**src/rtl/pwm_tmr_pkg.sv**
```systemverilog
// Shared definitions for the PWM timer channel: counting modes,
// register addresses and the prescaler limit function.
package pwm_tmr_pkg;

    typedef enum logic [1:0] {
        CM_UP   = 2'd0,
        CM_DOWN = 2'd1,
        CM_TRI  = 2'd2
    } cnt_mode_e;

    localparam int PS_MAX = 5;
    localparam int PRE_W  = 2 * PS_MAX;

    localparam logic [2:0] ADDR_CTRL = 3'd0;
    localparam logic [2:0] ADDR_PER  = 3'd1;
    localparam logic [2:0] ADDR_CMPA = 3'd2;
    localparam logic [2:0] ADDR_CLR  = 3'd4;

    // Last prescaler phase before a tick for a 3-bit ratio field (4^N - 1).
    function automatic logic [PRE_W-1:0] ps_limit(input logic [2:0] ps);
        logic [2:0] p;
        int         v;
        p = (ps > 3'(PS_MAX)) ? 3'(PS_MAX) : ps;
        v = (1 << (2 * int'(p))) - 1;
        return v[PRE_W-1:0];
    endfunction

endpackage

```
**src/rtl/pwm_tmr_prescaler.sv**
```systemverilog
// Power-of-four clock divider. Issues a single-cycle tick every 4^N
// cycles while run is high. Assumes the ratio field is registered
// upstream; a ratio lowered mid-phase ticks at once (>= compare).
module pwm_tmr_prescaler
    import pwm_tmr_pkg::*;
(
    input  logic       clk,
    input  logic       rst_n,
    input  logic       run,
    input  logic       clr,
    input  logic [2:0] ps,
    output logic       tick
);

    logic [PRE_W-1:0] pre_q;
    logic [PRE_W-1:0] lim;

    // Decode the ratio field into the terminal phase.
    always_comb lim = ps_limit(ps);

    assign tick = run && (pre_q >= lim);

    // Advance the phase counter; restart on tick or clear.
    always_ff @(posedge clk) begin
        if (!rst_n)          pre_q <= '0;
        else if (clr || tick) pre_q <= '0;
        else if (run)        pre_q <= pre_q + {{(PRE_W-1){1'b0}}, 1'b1};
    end

    // every tick restarts the phase from zero.
    p_tick_restart_r2: assert property (@(posedge clk) disable iff (!rst_n)
        tick |=> (pre_q == '0));

    // a stopped prescaler keeps its phase.
    p_phase_hold_r11: assert property (@(posedge clk) disable iff (!rst_n)
        (!run && !clr) |=> $stable(pre_q));

endmodule

```
**src/rtl/pwm_tmr_counter.sv**
```systemverilog
// Up / down / triangle counter core. Steps on each prescaler tick,
// reports turning points as registered interrupt pulses and flags the
// buffer transfer point combinationally for the edge it occurs on.
// Assumes clr has priority over tick and the period input is stable
// except at transfer points.
module pwm_tmr_counter
    import pwm_tmr_pkg::*;
#(
    parameter int CNT_W = 32
) (
    input  logic             clk,
    input  logic             rst_n,
    input  logic             tick,
    input  logic             clr,
    input  cnt_mode_e        mode,
    input  logic [1:0]       xsel,
    input  logic [CNT_W-1:0] per,
    output logic [CNT_W-1:0] cnt_q,
    output logic             dir_dn_q,
    output logic [CNT_W-1:0] cnt_d,
    output logic             ovf_q,
    output logic             udf_q,
    output logic             xfer
);

    localparam logic [CNT_W-1:0] ONE  = {{(CNT_W-1){1'b0}}, 1'b1};
    localparam logic [CNT_W-1:0] ZERO = '0;

    logic dir_d, ovf_d, udf_d;

    // Next-state of count, direction, pulses and transfer strobe.
    always_comb begin
        cnt_d = cnt_q;
        dir_d = dir_dn_q;
        ovf_d = 1'b0;
        udf_d = 1'b0;
        xfer  = 1'b0;
        if (clr) begin
            cnt_d = ZERO;
            dir_d = 1'b0;
        end else if (tick) begin
            case (mode)
                CM_UP: begin
                    dir_d = 1'b0;
                    if (cnt_q >= per) begin
                        cnt_d = ZERO;
                        ovf_d = 1'b1;
                        xfer  = 1'b1;
                    end else begin
                        cnt_d = cnt_q + ONE;
                    end
                end
                CM_DOWN: begin
                    dir_d = 1'b1;
                    if (cnt_q == ZERO) begin
                        cnt_d = per;
                        udf_d = 1'b1;
                        xfer  = 1'b1;
                    end else begin
                        cnt_d = cnt_q - ONE;
                    end
                end
                CM_TRI: begin
                    if (!dir_dn_q) begin
                        if (cnt_q >= per) begin
                            dir_d = 1'b1;
                            cnt_d = (cnt_q == ZERO) ? ZERO : cnt_q - ONE;
                            ovf_d = 1'b1;
                            xfer  = xsel[0];
                        end else begin
                            cnt_d = cnt_q + ONE;
                        end
                    end else begin
                        if (cnt_q == ZERO) begin
                            dir_d = 1'b0;
                            cnt_d = (per == ZERO) ? ZERO : ONE;
                            udf_d = 1'b1;
                            xfer  = xsel[1];
                        end else begin
                            cnt_d = cnt_q - ONE;
                        end
                    end
                end
                default: begin
                    cnt_d = cnt_q;
                end
            endcase
        end
    end

    // Register count, direction and the interrupt pulses.
    always_ff @(posedge clk) begin
        if (!rst_n) begin
            cnt_q    <= ZERO;
            dir_dn_q <= 1'b0;
            ovf_q    <= 1'b0;
            udf_q    <= 1'b0;
        end else begin
            cnt_q    <= cnt_d;
            dir_dn_q <= dir_d;
            ovf_q    <= ovf_d;
            udf_q    <= udf_d;
        end
    end

    // an up-count at or past the period reloads zero with overflow.
    p_up_wrap_r3: assert property (@(posedge clk) disable iff (!rst_n)
        (tick && !clr && mode == CM_UP && cnt_q >= per) |=> (cnt_q == ZERO && ovf_q));

    // a down-count at zero reloads the period with underflow.
    p_down_reload_r4: assert property (@(posedge clk) disable iff (!rst_n)
        (tick && !clr && mode == CM_DOWN && cnt_q == ZERO) |=> (cnt_q == $past(per) && udf_q));

    // the two turning-point pulses never coincide.
    p_irq_exclusive_r5: assert property (@(posedge clk) disable iff (!rst_n)
        !(ovf_q && udf_q));

    // clear yields zero, upward direction and no pulse.
    p_clear_r12: assert property (@(posedge clk) disable iff (!rst_n)
        clr |=> (cnt_q == ZERO && !dir_dn_q && !ovf_q && !udf_q));

    // without a tick or clear the count holds.
    p_hold_r11: assert property (@(posedge clk) disable iff (!rst_n)
        (!tick && !clr) |=> $stable(cnt_q));

endmodule

```
**src/rtl/pwm_tmr_compare.sv**
```systemverilog
// One compare channel: shadow buffer, active compare register and the
// registered PWM output. Output is (count < compare) ^ polarity, built
// from next-state values so it lines up with the shown count. Assumes
// xfer only occurs while run is high.
module pwm_tmr_compare #(
    parameter int CNT_W = 32
) (
    input  logic             clk,
    input  logic             rst_n,
    input  logic             wr,
    input  logic [CNT_W-1:0] wdata,
    input  logic             buf_en,
    input  logic             run,
    input  logic             xfer,
    input  logic             pol,
    input  logic [CNT_W-1:0] cnt_d,
    output logic             pwm_q
);

    logic [CNT_W-1:0] buf_q, act_q, act_d;

    // Select the active compare value for the coming cycle.
    always_comb begin
        act_d = act_q;
        if (xfer && buf_en)        act_d = buf_q;
        if (wr && (!buf_en || !run)) act_d = wdata;
    end

    // Register buffer, active value and the output pin.
    always_ff @(posedge clk) begin
        if (!rst_n) begin
            buf_q <= '0;
            act_q <= '0;
            pwm_q <= 1'b0;
        end else begin
            if (wr) buf_q <= wdata;
            act_q <= act_d;
            if (run) pwm_q <= (cnt_d < act_d) ^ pol;
        end
    end

    // unbuffered writes land in the active register next cycle.
    p_direct_write_r8: assert property (@(posedge clk) disable iff (!rst_n)
        (wr && !buf_en) |=> (act_q == $past(wdata)));

    // a running buffered channel changes compare only at transfer.
    p_buffer_hold_r6: assert property (@(posedge clk) disable iff (!rst_n)
        (buf_en && run && !xfer && !wr) |=> $stable(act_q));

    // a stopped channel holds its output.
    p_pwm_hold_r11: assert property (@(posedge clk) disable iff (!rst_n)
        !run |=> $stable(pwm_q));

endmodule

```
**src/rtl/pwm_timer_channel.sv**
```systemverilog
// Top of one PWM timer channel: write-port register decode, buffered
// period, prescaler, counter core and two compare units. Assumes
// CNT_W >= 11 so the control fields fit in one data word.
module pwm_timer_channel
    import pwm_tmr_pkg::*;
#(
    parameter int CNT_W = 32,
    parameter int N_OUT = 2
) (
    input  logic             clk,
    input  logic             rst_n,
    input  logic             wr_en,
    input  logic [2:0]       wr_addr,
    input  logic [CNT_W-1:0] wr_data,
    output logic [CNT_W-1:0] count_o,
    output logic             count_down_o,
    output logic             pwm_a_o,
    output logic             pwm_b_o,
    output logic             ovf_irq_o,
    output logic             udf_irq_o
);

    logic             run_q, buf_en_q;
    cnt_mode_e        mode_q;
    logic [2:0]       ps_q;
    logic [1:0]       xsel_q;
    logic [N_OUT-1:0] pol_q;
    logic [CNT_W-1:0] per_buf_q, per_act_q;
    logic [CNT_W-1:0] cnt_d;
    logic [N_OUT-1:0] pwm_vec;
    logic             tick, clr, xfer, wr_ctrl, wr_per;

    assign wr_ctrl = wr_en && (wr_addr == ADDR_CTRL);
    assign wr_per  = wr_en && (wr_addr == ADDR_PER);
    assign clr     = wr_en && (wr_addr == ADDR_CLR);

    // Capture control fields; mode code 3 folds onto rising sawtooth.
    always_ff @(posedge clk) begin
        if (!rst_n) begin
            run_q    <= 1'b0;
            mode_q   <= CM_UP;
            ps_q     <= 3'd0;
            xsel_q   <= 2'b00;
            buf_en_q <= 1'b0;
            pol_q    <= '0;
        end else if (wr_ctrl) begin
            run_q    <= wr_data[0];
            mode_q   <= cnt_mode_e'((wr_data[2:1] == 2'd3) ? 2'd0 : wr_data[2:1]);
            ps_q     <= wr_data[5:3];
            xsel_q   <= wr_data[7:6];
            buf_en_q <= wr_data[8];
            pol_q    <= wr_data[9 +: N_OUT];
        end
    end

    // Period shadow and active copy: direct when stopped, else at transfer.
    always_ff @(posedge clk) begin
        if (!rst_n) begin
            per_buf_q <= '0;
            per_act_q <= '0;
        end else begin
            if (wr_per) per_buf_q <= wr_data;
            if (wr_per && !run_q) per_act_q <= wr_data;
            else if (xfer)        per_act_q <= per_buf_q;
        end
    end

    pwm_tmr_prescaler u_pre (
        .clk   (clk),
        .rst_n (rst_n),
        .run   (run_q),
        .clr   (clr),
        .ps    (ps_q),
        .tick  (tick)
    );

    pwm_tmr_counter #(.CNT_W(CNT_W)) u_cnt (
        .clk      (clk),
        .rst_n    (rst_n),
        .tick     (tick),
        .clr      (clr),
        .mode     (mode_q),
        .xsel     (xsel_q),
        .per      (per_act_q),
        .cnt_q    (count_o),
        .dir_dn_q (count_down_o),
        .cnt_d    (cnt_d),
        .ovf_q    (ovf_irq_o),
        .udf_q    (udf_irq_o),
        .xfer     (xfer)
    );

    for (genvar g = 0; g < N_OUT; g++) begin : g_cmp
        pwm_tmr_compare #(.CNT_W(CNT_W)) u_cmp (
            .clk    (clk),
            .rst_n  (rst_n),
            .wr     (wr_en && (wr_addr == (ADDR_CMPA + 3'(g)))),
            .wdata  (wr_data),
            .buf_en (buf_en_q),
            .run    (run_q),
            .xfer   (xfer),
            .pol    (pol_q[g]),
            .cnt_d  (cnt_d),
            .pwm_q  (pwm_vec[g])
        );
    end

    assign pwm_a_o = pwm_vec[0];
    assign pwm_b_o = pwm_vec[N_OUT-1];

    // a running period write waits for a transfer point.
    p_period_buffered_r9: assert property (@(posedge clk) disable iff (!rst_n)
        (run_q && !xfer) |=> $stable(per_act_q));

    // nothing moves or pulses before the channel is first started.
    p_idle_after_reset_r1: assert property (@(posedge clk) disable iff (!rst_n)
        !run_q |-> !tick);

endmodule

```
**config.mk**
```make
export PLATFORM = sky130hd
export DESIGN_NAME = pwm_timer_channel
export DESIGN_NICKNAME = d
export VERILOG_FILES = /design/src/rtl/pwm_tmr_pkg.sv /design/src/rtl/pwm_tmr_prescaler.sv /design/src/rtl/pwm_tmr_counter.sv /design/src/rtl/pwm_tmr_compare.sv /design/src/rtl/pwm_timer_channel.sv
export SDC_FILE = /design/constraint.sdc
export NUM_CORES = 1
export LEC_CHECK = 0
export ABC_AREA = 0
export BUFFER_PORTS_ARGS = -buffer_cell sky130_fd_sc_hd__buf_2
export CAP_MARGIN = 10
export CORE_MARGIN = 3
export CORE_UTILIZATION = 55
export CTS_CLUSTER_SIZE = 25
export DETAILED_ROUTE_END_ITERATION = 12
export GPL_ROUTABILITY_DRIVEN = 0
export PLACE_DENSITY = 0.71
export SLEW_MARGIN = 20
export SYNTH_ARGS = -nofsm -noshare
export SYNTH_HDL_FRONTEND = slang
export SYNTH_SLANG_ARGS = --single-unit
```
**constraint.sdc**
```tcl
create_clock -name clk -period 6.1 [get_ports clk]
set_input_delay 0 -clock clk [delete_from_list [all_inputs] [get_ports clk]]
set_output_delay 0 -clock clk [all_outputs]
set_load 0.1 [all_outputs]
```
==> metrics.md <==
| Metric | Value |
|---|---|
| Drt drc | `0` |
| Synth Area in Compound Gates | `approximately 23%` |
| Die area | `0.0297 mm2` |
| Mapped Area | `0.0152 mm2` |
| Largest family of logic cells by synthesized area | `compound AO/OA/AOI/OAI gates` |
| PwrDens | `228 mW/mm2` |
| CP arrival | `6120 ps` |
| Largest net degree at the start of global routing | `86` |
| Commonest cells after routing, fill and taps aside | `nand2_1, dfxtp_1, a21oi_1, nor2_1, o21ai_0` |
| Final instance area | `0.0170 mm2` |
| Final Power | `3880 uW` |
| Routed via count | `approximately 15000` |
| Switch Pwr | `between 1000 and 1500 uW` |
| Grt ovf | `0` |
| Hold Crit Class | `in2reg` |
| Hold Violations, Final | `0` |
| Layout Cells excl Fill | `2320` |
| Switch share | `a little over a quarter` |
| First-pass GRT wire length | `74200 um` |
| Final wirelength | `47600 um` |
| Worst path required time | `6520 ps` |
| Ys flop type | `dfxtp_1` |
| Unrepaired setup endpoints after global routing | `no` |
| Final Util | `62.7%` |
| Initial antenna violation count | `1` |
| Mapped Nets | `between 2000 and 2500` |
| PortBufs | `74` |
| Critical path fanouts, max | `28` |
| Logic pwr share | `13.1%` |
| Skew-Pair Late Insertion Delay | `550 ps` |
| Slew Limit Headroom | `33.6%` |
| Drt first pass iters | `6` |
| Vias in the first global route | `13800` |
| Skew final | `around 8.7 ps` |
| Crit path time final | `5690 ps` |
| CP Class | `reg2reg` |
| Max-cap viol count | `0` |
| Peak Freq | `176 MHz` |
| Synth-to-Final Area Change | `11.4%` |
| Mux share of post-synthesis cell area | `6.31%` |
| Max-slew violations | `0` |
| Most common cell after layout, fill and taps aside | `nand2_1` |
| Worst Tran Pin Value | `around 1000 ps` |
| Top cells by area, synth | `dfxtp_1, ha_1, nand2_1` |
| Startpoint Class | `flop` |
| Placed Cells | `2235` |
| Post-synthesis share of cell area spent on xor and xnor gates | `1.90%` |
| Synth top area share | `32.8%` |
| Die W | `172 um` |
| Yosys top cell by area | `dfxtp_1` |
| Gate Count Post-Synth | `~1900` |
| Leak Pwr | `0.00770 uW` |
| Final period utilization | `between 90% and 100%` |
| Asr flop ratio synth | `0%` |
| Seq/Total Area, Yosys | `32.8%` |
| Simple-gate portion of the synthesized area | `20.9%` |
| Initial drt markers | `1503` |
| Status | `complete, no violations` |
| CTS sink count | `250` |
| Nets | `2079` |
| Critical path endpoint category | `flop` |
| I/O pins | `75` |
| Vias/cell | `6.35` |
| Post-synthesis register bit count | `250` |
| Adder-cell share of the synthesized area | `under 10%` |
| Worst VDD drop | `0.183 mV` |
| Synth warnings | `0` |
| CORE AREA | `0.0271 mm2` |
| Share of cells above drive strength 1 | `10.0%` |
| H-tree Lvls | `1` |
| N_diodes | `0` |
| Hpwl dp | `32800 um` |
| Part of the power in registers | `a little over two fifths` |
| Postcts setup bufs | `0` |
| Clk pwr share | `a little over two fifths` |
| Root buffer cell | `clkbuf_16` |
| DP Area | `roughly 0.016 mm2` |
| Routed length per instance | `20.5 um` |
| Num rows | `60` |
| P_int | `2830 uW` |
| Clk buf depth | `3` |
| Initial core utilization | `between 50% and 60%` |
| TritonCTS clock tree | `built` |
| # setup viols final | `0` |
| Setup TNS | `0 ps` |
| TritonCTS Buffers | `28` |
| Post-synth EDFFs | `0` |
| Syn_area_per_cell | `7.98 um2` |
| Netlist cell types | `80` |
| Tot GR Track Use | `about 31%` |
| Remaining antenna violation count | `0` |
| Die Y | `172 um` |
| CTS clk-pin slew, worst paths | `roughly 60 ps` |
-- layout make-up --
type / instances / area (um2)
fill: 2379 / 10100
timing repair buffer: 148 / 1040
multi-input combinational: 1446 / 9360
inverter: 55 / 209
clock inverter: 10 / 106
clock buffer: 39 / 793
sequential: 250 / 5000
tap: 372 / 465
-- metal layers --
layer / vias to the layer above / routed length, um / global-route usage, %
li1: 6854 / - / -
met1: 6951 / 19700 / 41.3
met2: 757 / 21000 / 49.0
met3: 172 / 4910 / 6.77
met4: 2 / 2020 / 13.6
met5: - / 13 / 0
-- critical path: stages, from the launching register on --
cell	delay (ps)
dfxtp_1	470
inv_1	140
ha_1	310
nand2b_4	150
a2111oi_4	370
a2111oi_2	110
o41a_4	450
nor3_4	350
or2_4	430
buf_12	290
mux2i_1	220
nand2_1	100
o21ai_0	180
ha_1	320
nand4_1	90
nor2_1	70
a221oi_1	380
o21ai_0	200
nor4b_1	410
nand2b_1	130
o311ai_1	250
o211ai_1	130
-- metrics by stage --
step	hold WS, ps	setup WS, ps
2_1_floorplan	136	364
3_3_place_gp	321	583
3_5_place_dp	326	438
4_1_cts	84.7	399
5_1_grt	101	51.0
6_report	94.5	406
-- logic make-up (layout without fill, tap and decap cells) --
family | after synthesis | count (layout)
buf+inv | 213 | 252
fa+ha+maj | 112 | 112
mux | 96 | 96
xor+xnor | 33 | 33
compound gates | 516 | 516
simple gates | 689 | 689
flops | 250 | 250
-- power by group through the flow --
stage	registers (uW)	logic, uW	clock network [uW]
3_3_place_gp	1730	466	0
2_1_floorplan	1730	328	0
5_1_grt	1700	552	1750
3_5_place_dp	1730	476	0
4_1_cts	1700	496	1690
6_report	1700	508	1670
-- final timing paths --
kind	startpoint	end	slack, ps	depth (start not counted)
setup / recovery	u_cnt.cnt_q[0]$_SDFF_PN0_	g_cmp[1].u_cmp.pwm_q$_SDFFE_PN0P_	410	21
setup reg to reg	u_cnt.cnt_q[0]$_SDFF_PN0_	g_cmp[1].u_cmp.pwm_q$_SDFFE_PN0P_	410	21
hold / removal	rst_n	g_cmp[0].u_cmp.act_q[25]$_SDFF_PN0_	90	2
hold reg to reg	g_cmp[1].u_cmp.buf_q[22]$_SDFFE_PN0P_	g_cmp[1].u_cmp.buf_q[22]$_SDFFE_PN0P_	450	2
-- synth_stat cells, types with 18 or more instances --
cell type / number
nand3_1: 29
nor3_1: 29
and2_1: 23
inv_1: 54
ha_1: 112
dfxtp_1: 250
nand4_1: 32
mux2i_1: 96
xnor2_1: 19
a21oi_1: 160
clkbuf_1: 131
a211oi_1: 45
o21ai_0: 121
nor2_1: 128
nand2_1: 347
o211a_1: 66
a21o_1: 18
-- state kept, by name, summed over array words and instances, names as in the netlist, 2 cells and up --
register           cells
pol_q                  2
g_cmp.u_cmp.buf_q     64
u_pre.pre_q           10
g_cmp.u_cmp.pwm_q      2
per_act_q             32
g_cmp.u_cmp.act_q     64
u_cnt.cnt_q           32
per_buf_q             32
ps_q                   3
xsel_q                 2
mode_q                 2
-- what timing repair did --
action	CTS	global route
hold buffers	36	0
resized for setup	0	1
hold endpoints to repair	202	0
endpoints found under the setup margin	0	1
Note: power is estimated with default switching activity, not from simulation.
